**src/rtl/qtmr_pkg.sv**
```systemverilog
package qtmr_pkg;

    typedef enum logic [2:0] {
        A_CTRL  = 3'd0,
        A_MODE  = 3'd1,
        A_IEN   = 3'd2,
        A_FLAGS = 3'd3,
        A_COUNT = 3'd4,
        A_CMPA  = 3'd5,
        A_CMPB  = 3'd6
    } reg_addr_e;

    typedef enum logic [1:0] {SRC_DIV1, SRC_DIV4, SRC_DIV16, SRC_EXT} clk_src_e;
    typedef enum logic [1:0] {EDGE_RISE, EDGE_FALL, EDGE_BOTH, EDGE_BOTH_ALT} edge_e;
    typedef enum logic [1:0] {CLR_NONE, CLR_ON_A, CLR_ON_B, CLR_NONE_ALT} clr_e;

    typedef struct packed {
        logic     run;
        clr_e     clr;
        edge_e    edg;
        clk_src_e src;
    } ctrl_t;

    typedef struct packed {
        logic ovf_up_only;
        logic phase;
        logic pwm;
    } mode_t;

    localparam int CTRL_W = $bits(ctrl_t);
    localparam int MODE_W = $bits(mode_t);
    localparam int FLAG_W = 3;
    localparam int F_A    = 0;
    localparam int F_B    = 1;
    localparam int F_OVF  = 2;

    // Position of a quadrature state in the forward cycle 00,10,11,01
    function automatic logic [1:0] quad_pos(input logic a, input logic b);
        return {b, a ^ b};
    endfunction

    // Returns {up, down} for a transition between two sampled states
    function automatic logic [1:0] quad_step(input logic pa, input logic pb,
                                             input logic a,  input logic b);
        logic [1:0] diff;
        diff = quad_pos(a, b) - quad_pos(pa, pb);
        return {diff == 2'd1, diff == 2'd3};
    endfunction

endpackage

```
**src/rtl/qtmr_tick_gen.sv**
```systemverilog
module qtmr_tick_gen
    import qtmr_pkg::*;
#(
    parameter int PSC_W = 4
) (
    input  logic     clk,
    input  logic     rst,
    input  clk_src_e src,
    input  edge_e    edg,
    input  logic     ext_in,
    output logic     tick
);
    logic [PSC_W-1:0] psc;
    logic             ext_q;
    logic             rise, fall;

    always_ff @(posedge clk) begin
        if (rst) begin
            psc   <= '0;
            ext_q <= 1'b0;
        end else begin
            psc   <= psc + 1'b1;
            ext_q <= ext_in;
        end
    end

    assign rise = ext_in & ~ext_q;
    assign fall = ~ext_in & ext_q;

    always_comb begin
        case (src)
            SRC_DIV1:  tick = 1'b1;
            SRC_DIV4:  tick = &psc[1:0];
            SRC_DIV16: tick = &psc[3:0];
            default: begin
                case (edg)
                    EDGE_RISE: tick = rise;
                    EDGE_FALL: tick = fall;
                    default:   tick = rise | fall;
                endcase
            end
        endcase
    end

endmodule

```
**src/rtl/qtmr_quad_dec.sv**
```systemverilog
module qtmr_quad_dec
    import qtmr_pkg::*;
(
    input  logic clk,
    input  logic rst,
    input  logic ph_a,
    input  logic ph_b,
    output logic step_up,
    output logic step_dn
);
    logic a_q, b_q;

    always_ff @(posedge clk) begin
        if (rst) begin
            a_q <= 1'b0;
            b_q <= 1'b0;
        end else begin
            a_q <= ph_a;
            b_q <= ph_b;
        end
    end

    assign {step_up, step_dn} = quad_step(a_q, b_q, ph_a, ph_b);

    // a simultaneous change of both phases never produces a step
    assert_quad_no_double_R4: assert property (@(posedge clk) disable iff (rst)
        ((ph_a != a_q) && (ph_b != b_q)) |-> (!step_up && !step_dn));

endmodule

```
**src/rtl/qtmr_pwm_out.sv**
```systemverilog
module qtmr_pwm_out (
    input  logic clk,
    input  logic rst,
    input  logic en,
    input  logic set_hit,
    input  logic clr_hit,
    output logic pin
);
    always_ff @(posedge clk) begin
        if (rst || !en)   pin <= 1'b0;
        else if (clr_hit) pin <= 1'b0;
        else if (set_hit) pin <= 1'b1;
    end
endmodule

```
**src/rtl/qtmr_channel.sv**
```systemverilog
module qtmr_channel
    import qtmr_pkg::*;
#(
    parameter int W     = 16,
    parameter int PSC_W = 4
) (
    input  logic         clk,
    input  logic         rst,
    input  logic         wr_en,
    input  logic [2:0]   addr,
    input  logic [W-1:0] wdata,
    output logic [W-1:0] rdata,
    input  logic         ext_clk,
    input  logic         ph_a,
    input  logic         ph_b,
    output logic         pwm_out,
    output logic         irq_cmp_a,
    output logic         irq_cmp_b,
    output logic         irq_ovf
);
    localparam logic [W-1:0] ALL_ONES = {W{1'b1}};

    ctrl_t              ctrl;
    mode_t              mode;
    logic [FLAG_W-1:0]  ien, flags, flag_set;
    logic [W-1:0]       cnt, cmp_a, cmp_b;
    logic               tick, q_up, q_dn;
    logic               match_a, match_b, clr_hit, inc, dec, cnt_wr, flag_wr;
    logic               wrap_up, wrap_dn;

    qtmr_tick_gen #(.PSC_W(PSC_W)) u_tick (
        .clk(clk), .rst(rst), .src(ctrl.src), .edg(ctrl.edg),
        .ext_in(ext_clk), .tick(tick)
    );

    qtmr_quad_dec u_quad (
        .clk(clk), .rst(rst), .ph_a(ph_a), .ph_b(ph_b),
        .step_up(q_up), .step_dn(q_dn)
    );

    assign match_a = (cnt == cmp_a);
    assign match_b = (cnt == cmp_b);
    assign clr_hit = ((ctrl.clr == CLR_ON_A) && match_a) ||
                     ((ctrl.clr == CLR_ON_B) && match_b);
    assign cnt_wr  = wr_en && (addr == A_COUNT);
    assign flag_wr = wr_en && (addr == A_FLAGS);
    assign inc     = ctrl.run && (mode.phase ? q_up : tick);
    assign dec     = ctrl.run && mode.phase && q_dn;
    assign wrap_up = inc && (cnt == ALL_ONES) && !clr_hit && !cnt_wr;
    assign wrap_dn = dec && (cnt == '0) && !clr_hit && !cnt_wr;

    assign flag_set[F_A]   = match_a;
    assign flag_set[F_B]   = match_b;
    assign flag_set[F_OVF] = wrap_up || (wrap_dn && !mode.ovf_up_only);

    always_ff @(posedge clk) begin
        if (rst) begin
            ctrl  <= '0;
            mode  <= '0;
            ien   <= '0;
            flags <= '0;
            cnt   <= '0;
            cmp_a <= ALL_ONES;
            cmp_b <= ALL_ONES;
        end else begin
            if (wr_en) begin
                case (addr)
                    A_CTRL: ctrl  <= ctrl_t'(wdata[CTRL_W-1:0]);
                    A_MODE: mode  <= mode_t'(wdata[MODE_W-1:0]);
                    A_IEN:  ien   <= wdata[FLAG_W-1:0];
                    A_CMPA: cmp_a <= wdata;
                    A_CMPB: cmp_b <= wdata;
                    default: ;
                endcase
            end
            if (flag_wr) flags <= (flags & wdata[FLAG_W-1:0]) | flag_set;
            else         flags <= flags | flag_set;

            if (cnt_wr)       cnt <= wdata;
            else if (clr_hit) cnt <= '0;
            else if (inc)     cnt <= cnt + 1'b1;
            else if (dec)     cnt <= cnt - 1'b1;
        end
    end

    qtmr_pwm_out u_pwm (
        .clk(clk), .rst(rst), .en(mode.pwm),
        .set_hit(match_a), .clr_hit(match_b), .pin(pwm_out)
    );

    assign irq_cmp_a = flags[F_A]   & ien[F_A];
    assign irq_cmp_b = flags[F_B]   & ien[F_B];
    assign irq_ovf   = flags[F_OVF] & ien[F_OVF];

    always_comb begin
        case (addr)
            A_CTRL:  rdata = {{(W-CTRL_W){1'b0}}, ctrl};
            A_MODE:  rdata = {{(W-MODE_W-2){1'b0}}, 2'b11, mode};
            A_IEN:   rdata = {{(W-FLAG_W){1'b0}}, ien};
            A_FLAGS: rdata = {{(W-FLAG_W){1'b0}}, flags};
            A_COUNT: rdata = cnt;
            A_CMPA:  rdata = cmp_a;
            A_CMPB:  rdata = cmp_b;
            default: rdata = '0;
        endcase
    end

    // a clearing match leaves the counter at zero one cycle later
    assert_clear_after_match_R6: assert property (@(posedge clk) disable iff (rst)
        (clr_hit && !cnt_wr) |=> (cnt == '0));

    // match A alone sets the pin, match B resets it and wins a tie
    assert_pwm_set_R9: assert property (@(posedge clk) disable iff (rst)
        (mode.pwm && match_a && !match_b) |=> pwm_out);
    assert_pwm_reset_R9: assert property (@(posedge clk) disable iff (rst)
        (mode.pwm && match_b) |=> !pwm_out);

    // pin held low while PWM is disabled
    assert_pwm_idle_low_R10: assert property (@(posedge clk) disable iff (rst)
        !mode.pwm |=> !pwm_out);

    // a compare flag survives every cycle that does not write 0 to it
    assert_flag_a_sticky_R7: assert property (@(posedge clk) disable iff (rst)
        (flags[F_A] && !(flag_wr && !wdata[F_A])) |=> flags[F_A]);

    // in overflow-only mode a new overflow flag comes from the top value
    assert_ovf_from_top_R5: assert property (@(posedge clk) disable iff (rst)
        ($rose(flags[F_OVF]) && $past(mode.ovf_up_only)) |-> ($past(cnt) == ALL_ONES));

    // reserved mode bits read as ones
    assert_mode_reserved_R11: assert property (@(posedge clk) disable iff (rst)
        (addr == A_MODE) |-> (rdata[4:3] == 2'b11));

endmodule

```
**config.mk**
```make
export PLATFORM = sky130hd
export DESIGN_NAME = qtmr_channel
export DESIGN_NICKNAME = d
export VERILOG_FILES = /design/src/rtl/qtmr_pkg.sv /design/src/rtl/qtmr_tick_gen.sv /design/src/rtl/qtmr_quad_dec.sv /design/src/rtl/qtmr_pwm_out.sv /design/src/rtl/qtmr_channel.sv
export SDC_FILE = /design/constraint.sdc
export NUM_CORES = 1
export LEC_CHECK = 0
export BUFFER_PORTS_ARGS = -buffer_cell sky130_fd_sc_hd__buf_4
export CAP_MARGIN = 25
export CORE_MARGIN = 10
export CORE_UTILIZATION = 60
export DETAILED_ROUTE_END_ITERATION = 6
export PLACE_DENSITY = 0.81
export SYNTH_ARGS = -nofsm -noshare
export SYNTH_HDL_FRONTEND = slang
export SYNTH_HIERARCHICAL = 1
export SYNTH_SLANG_ARGS = --single-unit
```
**constraint.sdc**
```tcl
create_clock -name clk -period 9.2 [get_ports clk]
set_clock_uncertainty 0.2 [all_clocks]
set_input_delay 1.84 -clock clk [delete_from_list [all_inputs] [get_ports clk]]
set_output_delay 1.84 -clock clk [all_outputs]
set_load 0.02 [all_outputs]
```
==> Word-level counts from Yosys, hierarchy flattened <==
Cells that the tools add are included.
{ "totals": {"register_bits": 72, "out_inout_bits": 20} }
{ "classes": {"n_bitwise": 13, "mux": 9, "n_reduce_logical": 34, "eq_ne": 16, "add_sub_neg": 4} }
{ "ops": {"columns": ["cell", "count"], "rows": [
  ["16-bit one-hot mux with 7 select lines", 1],
  ["16-bit 2-to-1 mux", 4],
  ["16-bit equality test", 2],
  ["16-bit by 1-bit adder with 16-bit output (second input constant)", 1],
  ["16-bit equality test (second input constant)", 1],
  ["16-bit zero test", 1],
  ["16-bit by 1-bit subtractor with 16-bit output (second input constant)", 1],
  ["1-bit logical AND", 14],
  ["2-bit AND reduction", 6],
  ["3-bit equality test (second input constant)", 3],
  ["2-bit by 1-bit equality test with 1-bit output (second input constant)", 4],
  ["2-bit equality test (second input constant)", 3],
  ["3-bit by 2-bit equality test with 1-bit output (second input constant)", 2],
  ["3-bit bitwise OR", 2],
  ["1-bit AND", 5],
  ["4-bit by 1-bit adder with 4-bit output (second input constant)", 1],
  ["1-bit zero test", 4],
  ["2-bit zero test", 2],
  ["4-bit AND reduction", 1],
  ["4-bit nonzero test", 1],
  ["3-bit AND", 1],
  ["3-bit by 1-bit equality test with 1-bit output (second input constant)", 1],
  ["3-bit zero test", 1],
  ["1-bit logical OR", 3],
  ["9 further kinds", 11]
]} }

==> Logic depth before layout (Yosys ltp) <==
Gate-level depths: netlist of the first run.
{ "logic_depth": {"ltp_word": 13, "depth_mapped": 15, "mapped_depth_nobuf": 15} }

==> Modules after synthesis <==
Netlist of the first run, hierarchy kept.
{ "modules_own_cells": {"columns": ["module", "instances", "cells_each", "area_each_um2"], "rows": [
  ["qtmr_channel", 1, 528, 4246.6],
  ["qtmr_tick_gen", 1, 24, 245.2],
  ["qtmr_quad_dec", 1, 10, 117.6],
  ["qtmr_pwm_out", 1, 3, 38.8]
]} }

==> Worst setup path before layout of the first run <==
Ideal clock, no wire load.
{ "synth_path": {"path_type": "input -> register", "startpoint": "input port ext_clk", "endpoint": "register cnt[13]", "n_path_buf": 0, "setup_slack_ns": 3.881, "path_stages": 15, "arrival_time_ns": 5.001, "required_time_ns": 8.883, "setup_time_ns": 0.117, "cell_sequence": "inv_1 -> ha_1 -> mux2_4 -> o2111ai_2 -> o211ai_1 -> mux2_2 -> nand2_1 -> ha_1 -> a21o_1 -> a21oi_1 -> nor3b_2 -> a21oi_1 -> or3_1 -> a31o_2 -> a32o_1"} }
{ "synth_between": {"elab_chain_cells": 10, "word_cells_on_any_way": 12, "cone_classes": "mux (6); bitwise (4); reduce/logical (2)"} }
{ "synth_rtl": {"columns": ["element", "line_no", "text"], "rows": [
  ["start: declaration", "qtmr_channel.sv:13", "input logic ext_clk,"],
  ["1-bit NOT", "qtmr_tick_gen.sv:28", "assign fall = ~ext_in & ext_q;"],
  ["1-bit AND", "qtmr_tick_gen.sv:28", null],
  ["1-bit bitwise OR", "qtmr_tick_gen.sv:39", "default: tick = rise | fall;"],
  ["1-bit one-hot mux with 2 select lines (*)", "qtmr_tick_gen.sv:36", "case (edg)"],
  ["1-bit one-hot mux with 3 select lines (*)", "qtmr_tick_gen.sv:31", "case (src)"],
  ["via tick", "qtmr_channel.sv:27", "logic tick, q_up, q_dn;"],
  ["1-bit 2-to-1 mux (*)", "qtmr_channel.sv:47", "assign inc = ctrl.run && (mode.phase ? q_up : tick);"],
  ["1-bit logical AND (*)", "qtmr_channel.sv:47", null],
  ["16-bit 2-to-1 mux", "qtmr_channel.sv:81", "else if (inc) cnt <= cnt + 1'b1;"],
  ["16-bit 2-to-1 mux", "qtmr_channel.sv:80", "else if (clr_hit) cnt <= '0;"],
  ["16-bit 2-to-1 mux", "qtmr_channel.sv:79", "if (cnt_wr) cnt <= wdata;"],
  ["end signal: assignment", "qtmr_channel.sv:79", null],
  ["end signal: assignment", "qtmr_channel.sv:81", null],
  ["end signal: assignment", "qtmr_channel.sv:82", "else if (dec) cnt <= cnt - 1'b1;"],
  ["end: declaration", "qtmr_channel.sv:26", "logic [W-1:0] cnt, cmp_a, cmp_b;"]
]} }
The timed path passes the listed nets; every way through them passes the cells marked *.
A chain may end at the register's enable or synchronous reset.

==> Worst setup path after layout of the first run <==
{ "layout_path": {"startpoint": "input port addr[0]", "endpoint": "output port rdata[6]"} }
{ "layout_between": {"elab_chain_cells": 2, "word_cells_on_any_way": 8, "cone_classes": "eq/ne (6); mux (1); reduce/logical (1)"} }
{ "layout_rtl": {"columns": ["element", "line_no", "text"], "rows": [
  ["start: declaration", "qtmr_channel.sv:10", "input logic [2:0] addr,"],
  ["3-bit equality test (tied with other cells)", "qtmr_channel.sv:96", "case (addr)"],
  ["16-bit one-hot mux with 7 select lines (*)", "qtmr_channel.sv:96", null],
  ["end: declaration", "qtmr_channel.sv:12", "output logic [W-1:0] rdata,"]
]} }
Every way passes the cells marked *; elsewhere a longest branch is shown, timed or not.

==> results of run 1 <==
final cells by class:
class                      count  share of cell area, %
clock buffer                   9                   2.39
inverter                      14                   1.02
timing repair buffer          47                   7.04
clock inverter                 7                   1.52
tap                          102                   2.47
sequential                    72                   27.9
multi-input combinational    442                   57.7
worst min-delay path by stage:
stage	slack (ns)	from	to
after global placement	0.23	u_tick/psc[0]$_SDFF_PP0_	u_tick/psc[0]$_SDFF_PP0_
after CTS	0.28	u_tick/psc[0]$_SDFF_PP0_	u_tick/psc[0]$_SDFF_PP0_
after floorplan	0.22	u_tick/psc[0]$_SDFF_PP0_	u_tick/psc[0]$_SDFF_PP0_
after detailed placement	0.27	u_tick/psc[0]$_SDFF_PP0_	u_tick/psc[0]$_SDFF_PP0_
after global routing	0.30	u_tick/psc[0]$_SDFF_PP0_	u_tick/psc[0]$_SDFF_PP0_
final	0.29	u_tick/psc[0]$_SDFF_PP0_	u_tick/psc[0]$_SDFF_PP0_
Yosys cell counts, types with 3 or more instances:
cell type / n
xnor2_1: 37
a211oi_1: 4
o21ai_0: 15
a221oi_2: 8
dfxtp_1: 72
a21o_1: 4
o221ai_1: 3
and3_1: 6
ha_1: 20
buf_1: 7
nand3_1: 22
xor2_1: 12
mux2i_1: 40
nor2b_1: 11
a21oi_1: 36
inv_1: 13
nor4_1: 5
clkbuf_1: 14
nor2_1: 48
a221oi_1: 3
a22oi_1: 5
and2_1: 4
nor3_1: 11
nand4_1: 15
nand2b_1: 4
clkbuf_2: 6
nand2_1: 87
buf_2: 8
cells by family (layout without fill, tap and decap cells):
kind of cell               count (synthesis)  in the layout
xor gates and xnor gates                  50             50
muxes                                     43             43
DFF                                       72             72
AOI/OAI and AO/OA                        100            100
and+or+nand+nor                          228            228
adders and majority gates                 21             21
buffers and inverters                     51             77
through the flow:
stage	hold slack (ns)	area [µm²]	power (mW)
floorplan	0.216	4650	0.459
global placement	0.226	4940	0.500
detailed placement	0.267	4970	0.506
CTS	0.283	5170	0.760
global route	0.300	5170	0.792
finish	0.293	5170	0.766
worst max-delay path: stages:
cell and delay (ns):
buf_4 0.29, nor2b_1 0.83, a22oi_1 0.21, o32ai_1 0.24, buf_4 0.21
power by group through the flow:
| stage | registers [mW] | logic (mW) | clock network, mW |
|---|---|---|---|
| 2_1_floorplan | 0.337 | 0.122 | 0 |
| 3_3_place_gp | 0.345 | 0.154 | 0 |
| 3_5_place_dp | 0.346 | 0.160 | 0 |
| 4_1_cts | 0.339 | 0.161 | 0.260 |
| 5_1_grt | 0.341 | 0.179 | 0.272 |
| 6_report | 0.340 | 0.163 | 0.263 |
metal layers:
metal | global-route usage [%] | wire length, µm
met1 | 26.7 | 5330
met2 | 35.6 | 6090
met3 | 4.46 | 1110
met4 | 7.92 | 291
met5 | 0 | 0
sequential cells by signal, indices dropped and copies added (netlist names):
register,flops
u_quad/a_q,1
u_quad/b_q,1
cmp_b,16
ien,3
cnt,16
u_tick/ext_q,1
u_pwm/pin,1
mode,3
cmp_a,16
u_tick/psc,4
ctrl,7
flags,3
==> run_results.csv, run 1 <==
group,metric,value,unit
synthesis,synthArstFlopShare,0,%
worst_setup_path,rr_startpoint,"u_tick/ext_q$_SDFF_PP0_",
clock_network,clockBufferDepth,2,
timing,finalSetupViolCount,0,
placed_design,dp_cells,677,
power,switching_power,244,µW
synthesis,ys_seq_area_share,31.0,%
timing,worst_slack,3.53,ns
worst_setup_path,worstSetupPathType,"in -> out",
placed_design,io_buffers,44,
cells_and_area,synthToLayoutAreaGrowth,11.3,%
route,ant_nets,0,
worst_setup_path,crit_path_end_kind,"output port",
synthesis,syn_nets,611,
synthesis,syn_avg_cell_area,8.23,µm²
synthesis,synth-edff-count,0,
synthesis,synth.distinct_cells,63,
floorplanning,start_util,60.8,%
cells_and_area,postLayoutCoreUtil,67.7,%
route,viasPerCell,6.17,
timing,drv_slew,0,
grt,grt_max_degree,41,
synthesis,syn_inst,565,
worst_setup_path,r2r_end,"cnt[13]$_SDFFE_PP0P_",
clock_network,cts_setup_buffers,0,
power,seqPwrFrac,44.4,%
timing,slew_headroom,31.5,%
worst_setup_path,crit_end,"rdata[6]",
synthesis,synth_compound_area_share,15.4,%
worst_setup_path,r2r_setup_slack,4.90,ns
floorplanning,die_height,108,µm
synthesis,synthXorXnorAreaFrac,9.74,%
timing,finalCriticalPeriod,5.67,ns
timing,rsz0062_at_grt,"no",
clock_network,numCtsBuffers,9,
cells_and_area,final_nets,632,
power,p_leak,2.03,nW
timing,post-route-period-util,61.6,%
grt,first_global_vias,4048,
worst_setup_path,crit_required,7.16,ns
timing,worst_pin_slew,1.02,ns
outcome,outcome,"complete, no violations",
clock_network,clock_latency,0.37,ns
cells_and_area,final_cells,693,
worst_setup_path,cp-startpoint,"addr[0]",
worst_setup_path,crit_fanout,30,
grt,grt_antenna_before_repair,0,
power,p_sw_share,31.8,%
timing,finalHoldViolCount,0,
synthesis,ys.flop_type,"dfxtp_1",
power,pwr-share-clk,34.3,%
timing,max_freq,176,MHz
floorplanning,dieArea,11700,µm²
clock_network,hold_buffers,0,
synthesis,syn_area,4650,µm²
cells_and_area,multi_input_area,2990,µm²
floorplanning,die_w,108,µm
worst_setup_path,start_kind,"primary input",
min_path,holdPathStages,1,
synthesis,synth_warnings,6,
route,drt_wl_total,12800,µm
route,firstDrtPassIters,6,
route,first_iter_violations,397,
synthesis,synth_top_area_cell,"dfxtp_1",
clock_network,cts_sinks,72,
placed_design,gp_congestion,0.901,
placed_design,hpwlAfterDp,9320,µm
route,post_drt_wl_per_cell,18.5,µm
synthesis,yosys.area_share.simple,23.6,%
grt,grt_usage,21.4,%
cells_and_area,layout_commonest_cell,"nand2_1",
cells_and_area,nFillCells,638,
clock_network,cts_tree,"built",
power,ir_drop,0.0000654,V
synthesis,synth_fa_ha_area_share,5.81,%
synthesis,synth_top_area_share,31.0,%
synthesis,synth_top_family_by_area,"simple AND/OR/NAND/NOR gates",
flow_run,drv_cap,0,
power,internal_power,522,µW
min_path,hold_path.class,"reg -> reg",
floorplanning,pin_count,45,
grt,grt_pass1_wl,20300,µm
clock_network,clk_pin_slew,0.09,ns
grt,overflow,0,
cells_and_area,diodes,0,
timing,setup_tns,0,ns
clock_network,post_cts_resized,0,
synthesis,synth.area.top_cells,"dfxtp_1 (31%), mux2i_1 (8.6%), nand2_1 (7.0%)",
route,drc,0,
route,vias,4279,
floorplanning,row_count,32,
worst_setup_path,r2r_cells,15,
synthesis,ys_ff_latch,72,
cells_and_area,final_layout_size_suffix_gt1_share,14.6,%
floorplanning,coreArea,7650,µm²
synthesis,yosys-mux-area-fraction,9.66,%
cells_and_area,final_cell_mix,"nand2_1 (87), dfxtp_1 (72), nor2_1 (47), buf_4 (45), mux2i_1 (40)",
cells_and_area,seq_area,1440,µm²
power,combinationalPowerShare,21.3,%
power,p_per_area,148,nW/µm²
clock_network,ctsRootBufferMaster,"clkbuf_8",
worst_setup_path,cp.arrival,3.63,ns
clock_network,htree_levels,3,
placed_design,dp_slack,3.39,ns
Power figures use the tool's default switching activity.
==> run 2: changes to the inputs <==
- ABC_AREA: unset -> 1
- CORE_UTILIZATION: 60 -> 54
- PLACE_DENSITY: 0.81 -> 0.77
- clock period: 9.2 -> 4.85 ns (I/O delays scaled with it)
==> run 2 against run 1 <==
Against the previous run: sequential share of layout area down 1.4 points; die area is 12% higher; hold slack got worse by 0.025 ns; register-to-register slack lost 3.7 ns; final area grew 5.5%; global-route usage grew 0.91 points; via count rose by 23%; flip-flop and latch count is the same; largest cell class unchanged.
==> run_results.csv, run 2 <==
group,metric,value,unit
route,wl_met1,6100,µm
synthesis,ys_ff_latch,72,
grt,first_global_vias,4987,
cells_and_area,fin_area,5460,µm²
clock_network,numCtsBuffers,9,
power,p_per_area,303,nW/µm²
route,post_drt_wl_per_cell,15.6,µm
synthesis,ys_seq_area_share,30.0,%
clock_network,cts_sinks,72,
worst_setup_path,start_kind,"primary input",
cells_and_area,final_cells,932,
power,switching_power,544,µW
timing,worst_pin_slew,0.759,ns
worst_setup_path,cp.arrival,4.05,ns
clock_network,clk_pin_slew,0.09,ns
timing,finalCriticalPeriod,3.99,ns
placed_design,placed_area,5210,µm²
clock_network,htree_levels,3,
worst_setup_path,worstSetupPathType,"in -> reg",
clock_network,ctsRootBufferMaster,"clkbuf_8",
floorplanning,start_util,55.3,%
route,routed.top_layer,"met4",
synthesis,syn_inst,780,
grt,grt_max_degree,39,
cells_and_area,final_nets,865,
route,wl_met2,6840,µm
worst_setup_path,r2r_setup_slack,1.18,ns
clock_network,cts_setup_buffers,0,
synthesis,synth_top_area_cell,"dfxtp_1",
route,first_iter_violations,461,
grt,grt_antenna_before_repair,0,
grt,grt_usage,22.3,%
timing,rsz0062_at_grt,"no",
synthesis,syn_nets,826,
clock_network,clock_latency,0.36,ns
floorplanning,die_height,114,µm
route,drc,0,
power,ir_drop,0.000172,V
floorplanning,coreArea,8680,µm²
synthesis,synthArstFlopShare,0,%
power,p_leak,2.78,nW
clock_network,post_cts_resized,0,
synthesis,synth-edff-count,0,
synthesis,syn_area,4800,µm²
grt,grt_pass1_wl,24100,µm
power,seqPwrFrac,39.1,%
grt,overflow,0,
route,ant_nets,0,
route,wl_met3,1160,µm
synthesis,synth_top_area_share,30.0,%
placed_design,gp_congestion,0.956,
floorplanning,pin_count,45,
power,combinationalPowerShare,25.1,%
route,drt_wl_total,14600,µm
floorplanning,row_count,34,
synthesis,synth.area.top_cells,"dfxtp_1 (30%), nand2_1 (17%), nor2_1 (8.8%)",
power,internal_power,1.11,mW
power,p_sw_share,32.9,%
timing,slew_headroom,49.4,%
min_path,hold_path.class,"reg -> reg",
flow_run,drv_cap,0,
cells_and_area,seq_area,1440,µm²
timing,setup_tns,0,ns
outcome,outcome,"complete, no violations",
cells_and_area,final_cell_mix,"nand2_1 (221), nor2_1 (112), inv_1 (93), dfxtp_1 (72), a21oi_1 (57)",
floorplanning,dieArea,13100,µm²
cells_and_area,postLayoutCoreUtil,62.9,%
synthesis,synth_warnings,6,
route,vias,5243,
synthesis,syn_avg_cell_area,6.16,µm²
cells_and_area,layout_commonest_cell,"nand2_1",
route,viasPerCell,5.63,
timing,post-route-period-util,82.3,%
synthesis,synthMostInstantiatedCell,"nand2_1",
cells_and_area,nFillCells,804,
cells_and_area,synthToLayoutAreaGrowth,13.6,%
placed_design,io_buffers,44,
power,pwr-share-clk,35.8,%
timing,max_freq,251,MHz
clock_network,hold_buffers,0,
timing,finalHoldViolCount,0,
synthesis,ys.flop_type,"dfxtp_1",
route,firstDrtPassIters,6,
synthesis,synthTopCellsByCount,"nand2_1 (221), nor2_1 (113), inv_1 (93)",
clock_network,clockBufferDepth,2,
synthesis,synth.distinct_cells,41,
placed_design,dp_slack,0.588,ns
timing,worst_slack,0.859,ns
worst_setup_path,crit_fanout,19,
placed_design,hpwlAfterDp,10600,µm
placed_design,dp_cells,916,
worst_setup_path,crit_path_end_kind,"register",
clock_network,cts_tree,"built",
worst_setup_path,crit_required,4.91,ns
cells_and_area,multi_input_area,2880,µm²
cells_and_area,final_layout_size_suffix_gt1_share,10.3,%
timing,finalSetupViolCount,0,
timing,drv_slew,0,
floorplanning,die_w,114,µm
cells_and_area,diodes,0,
cells_and_area,biggestRegsByFlops,"cmp_a (16), cmp_b (16), cnt (16)",
-- run 2: changes by cell type after synthesis, moves of 12 or more --
cell     previous run  this run
nand2_1            87       221
nand3_1            22        43
nand4_1            15         3
xnor2_1            37         4
o21ai_0            15        54
nor2_1             48       113
inv_1              13        93
mux2i_1            40         0
a21oi_1            36        57
-- run 2: worst paths after layout --
path / start / to / cells past startpoint
worst min-delay path: u_tick/psc[0]$_SDFF_PP0_ / u_tick/psc[0]$_SDFF_PP0_ / 1
worst max-delay path: ph_a / cnt[13]$_SDFFE_PP0P_ / 19
worst min register to register: u_tick/psc[0]$_SDFF_PP0_ / u_tick/psc[0]$_SDFF_PP0_ / 1
worst max register to register: u_quad/b_q$_SDFF_PP0_ / cnt[13]$_SDFFE_PP0P_ / 18
-- run 2: power groups by stage --
| stage | logic [mW] | clock network, mW | registers [mW] |
|---|---|---|---|
| detailed placement | 0.405 | 0 | 0.660 |
| CTS | 0.409 | 0.598 | 0.646 |
| global route | 0.470 | 0.617 | 0.650 |
| floorplan | 0.294 | 0 | 0.651 |
| global placement | 0.398 | 0 | 0.659 |
| finish | 0.415 | 0.592 | 0.647 |
-- run 2: layer usage --
metal | GRT usage [%] | vias to the layer above
met5 | 0 | -
met1 | 26.9 | 2378
li1 | - | 2585
met3 | 4.93 | 50
met2 | 37.9 | 230
met4 | 8.35 | 0
-- run 2: layout make-up --
class | instances | area share (%)
multi-input cells | 586 | 52.7
inverters | 100 | 6.88
clock inverters | 7 | 2.20
well taps | 108 | 2.48
clock buffers | 9 | 2.27
repair buffers | 50 | 7.02
flip-flops and latches | 72 | 26.4
-- run 2: cell families (layout without fill, tap and decap cells) --
kind of cell    Yosys count  in the layout  synth area share, %
simple gates            408            408                 34.9
compound gates          142            142                 16.6
fa+ha+maj                21             21                 5.63
xor+xnor                 15             15                 2.74
flops                    72             72                 30.0
buf+inv                 122            166                 10.1
-- run 2: through the flow --
| step | total power [mW] | hold WS, ns |
|---|---|---|
| 2_1_floorplan | 0.945 | 0.229 |
| 3_3_place_gp | 1.06 | 0.239 |
| 3_5_place_dp | 1.07 | 0.254 |
| 4_1_cts | 1.65 | 0.276 |
| 5_1_grt | 1.74 | 0.291 |
| 6_report | 1.65 | 0.268 |
-- run 2: critical path, cell delays in order --
cell     delay, ns
buf_4         0.12
xnor2_1       0.15
ha_1          0.18
nand3_1       0.09
a21oi_1       0.15
nor2_1        0.06
nor2_1        0.12
nand2_1       0.46
ha_1          0.55
or2_2         0.14
nand2_1       0.07
o21ai_0       0.40
nand3_1       0.16
nand2_1       0.11
nand2_1       0.05
nand2_1       0.06
nor2_1        0.04
nor2_1        0.11
nor2_1        0.04
==> run 3: changes to the inputs <==
- CORE_UTILIZATION: 54 -> 60
- PLACE_DENSITY: 0.77 -> 0.81
- clock period: 4.85 -> 3.7 ns (I/O delays scaled with it)
==> run 3 against run 2 <==
Against the previous run: via count rose by 1.9%; non-clock buffer count rose by 18; critical endpoint is now cnt[15]$_SDFFE_PP0P_; register-to-register slack got worse by 0.81 ns; first-iteration DRC count rose by 3.0%; global-route usage grew 3.4 points.
==> run_results.csv, run 3 (synthesis gave the netlist of run 2 again) <==
group,metric,value,unit
timing,finalCriticalPeriod,3.45,ns
route,drt_wl_total,15100,µm
min_path,hold_path.class,"reg -> reg",
grt,overflow,0,
floorplanning,coreArea,7770,µm²
floorplanning,dieArea,12000,µm²
worst_setup_path,slowest_stage,"ha_1",
grt,grt_antenna_before_repair,0,
worst_setup_path,crit_fanout,12,
worst_setup_path,crit_path_end_kind,"register",
worst_setup_path,r2r_end,"cnt[15]$_SDFFE_PP0P_",
floorplanning,pin_count,45,
route,first_iter_violations,475,
route,post_drt_wl_per_cell,16.0,µm
flow_run,drv_cap,0,
cells_and_area,diodes,0,
timing,drv_slew,0,
timing,slew_headroom,50.3,%
timing,finalSetupViolCount,0,
timing,finalHoldViolCount,0,
clock_network,clock_latency,0.36,ns
route,drc,0,
route,viasPerCell,5.66,
min_path,hold_start,"u_tick/psc[0]$_SDFF_PP0_",
worst_setup_path,r2r_setup_slack,0.37,ns
route,firstDrtPassIters,6,
timing,rsz0062_at_grt,"no",
timing,max_freq,290,MHz
placed_design,io_buffers,44,
timing,post-route-period-util,93.2,%
floorplanning,die_height,109,µm
worst_setup_path,crit_required,3.76,ns
route,ant_nets,0,
worst_setup_path,critPathBufInv,2,
power,ir_drop,0.000241,V
route,vias,5341,
power,p_per_area,365,nW/µm²
worst_setup_path,cp.arrival,3.51,ns
worst_setup_path,r2r_cells,18,
clock_network,htree_levels,3,
clock_network,cts_setup_buffers,0,
timing,worst_pin_slew,0.745,ns
clock_network,clk_pin_slew,0.09,ns
cells_and_area,final_nets,883,
worst_setup_path,start_kind,"primary input",
cells_and_area,final_cell_mix,"nand2_1 (220), nor2_1 (113), inv_1 (93), dfxtp_1 (72), buf_4 (68)",
clock_network,cts_sinks,72,
grt,grt_usage,25.7,%
clock_network,cts_tree,"built",
floorplanning,die_w,109,µm
worst_setup_path,cpLargestDelayFamily,"simple AND/OR/NAND/NOR gates",
cells_and_area,biggestRegsByFlops,"cmp_a (16), cmp_b (16), cnt (16)",
clock_network,numCtsBuffers,9,
worst_setup_path,crit_chain,"buf_4 -> xnor2_1 -> ha_1 -> nand3_1 -> a21oi_1 -> nor2_1 -> nor2_1 -> nand2_2 -> buf_4 -> ha_1 -> nand2_1 -> o21ai_0 -> a21oi_1 -> nand2_1 -> nand2_1 -> nand2_1 -> nor2_1 -> nor2_1 -> nor2_1",
cells_and_area,layout_commonest_cell,"nand2_1",
cells_and_area,final_layout_size_suffix_gt1_share,12.5,%
worst_setup_path,worstSetupPathType,"in -> reg",
min_path,holdPathStages,1,
power,p_leak,2.83,nW
grt,grt_max_degree,36,
cells_and_area,synthToLayoutAreaGrowth,15.0,%
timing,setup_tns,0,ns
floorplanning,row_count,32,
min_path,holdPathEnd,"u_tick/psc[0]$_SDFF_PP0_",
power,total_power,2.02,mW
worst_setup_path,cpMostUsedCell,"nor2_1",
placed_design,dp_slack,-0.276,ns
grt,first_global_vias,5020,
grt,grt_pass1_wl,24600,µm
clock_network,ctsRootBufferMaster,"clkbuf_8",
placed_design,gp_congestion,0.921,
placed_design,hpwlAfterDp,11500,µm
timing,worst_slack,0.252,ns
floorplanning,start_util,61.8,%
worst_setup_path,cp_slowest_stage_delay,0.38,ns
outcome,outcome,"complete, no violations",
worst_setup_path,rr_startpoint,"u_quad/b_q$_SDFF_PP0_",
clock_network,clockBufferDepth,2,
-- run 3: layer usage --
| layer | GRT usage [%] | wire, µm |
|---|---|---|
| met4 | 11.5 | 461 |
| met2 | 41.2 | 7000 |
| met3 | 4.92 | 1410 |
| met1 | 32.9 | 6280 |
| met5 | 0 | 0 |
-- run 3: layout make-up --
| class | count | area (µm²) |
|---|---|---|
| Clock buffer | 9 | 124 |
| Clock inverter | 7 | 55.1 |
| Fill cell | 709 | 2250 |
| Inverter | 100 | 375 |
| Multi-Input combinational cell | 586 | 2890 |
| Sequential cell | 72 | 1440 |
| Tap cell | 102 | 128 |
| Timing Repair Buffer | 68 | 510 |
-- run 3: how the worst max path moves through the flow --
| stage | from | to | depth (start not counted) |
|---|---|---|---|
| 2_1_floorplan | ph_a | cnt[9]$_SDFFE_PP0P_ | 17 |
| 3_3_place_gp | ph_a | cnt[14]$_SDFFE_PP0P_ | 19 |
| 3_5_place_dp | ph_a | cnt[14]$_SDFFE_PP0P_ | 19 |
| 4_1_cts | ph_a | cnt[14]$_SDFFE_PP0P_ | 19 |
| 5_1_grt | ph_a | cnt[11]$_SDFFE_PP0P_ | 21 |
| 6_report | ph_a | cnt[15]$_SDFFE_PP0P_ | 19 |
-- run 3: power by group --
group          internal (mW)  leakage, nW  total [mW]  switching, mW
registers              0.809        0.588       0.851         0.0424
clock network          0.249       0.0862       0.583          0.335
logic                  0.221         2.16       0.581          0.360
-- run 3: timing repair --
action | CTS | global route
resized for setup | 0 | 5
setup endpoints to repair | 0 | 7
hold buffers | 0 | 0
-- run 3: stage by stage --
stage	utilization, %	instance area, µm²	hold slack, ns	std cells
global placement	68.6	5330	0.238	928
global route	71.1	5520	0.292	944
CTS	70.9	5510	0.277	944
detailed placement	68.6	5330	0.254	928
finish	71.1	5520	0.274	944
floorplan	-	4800	0.229	780
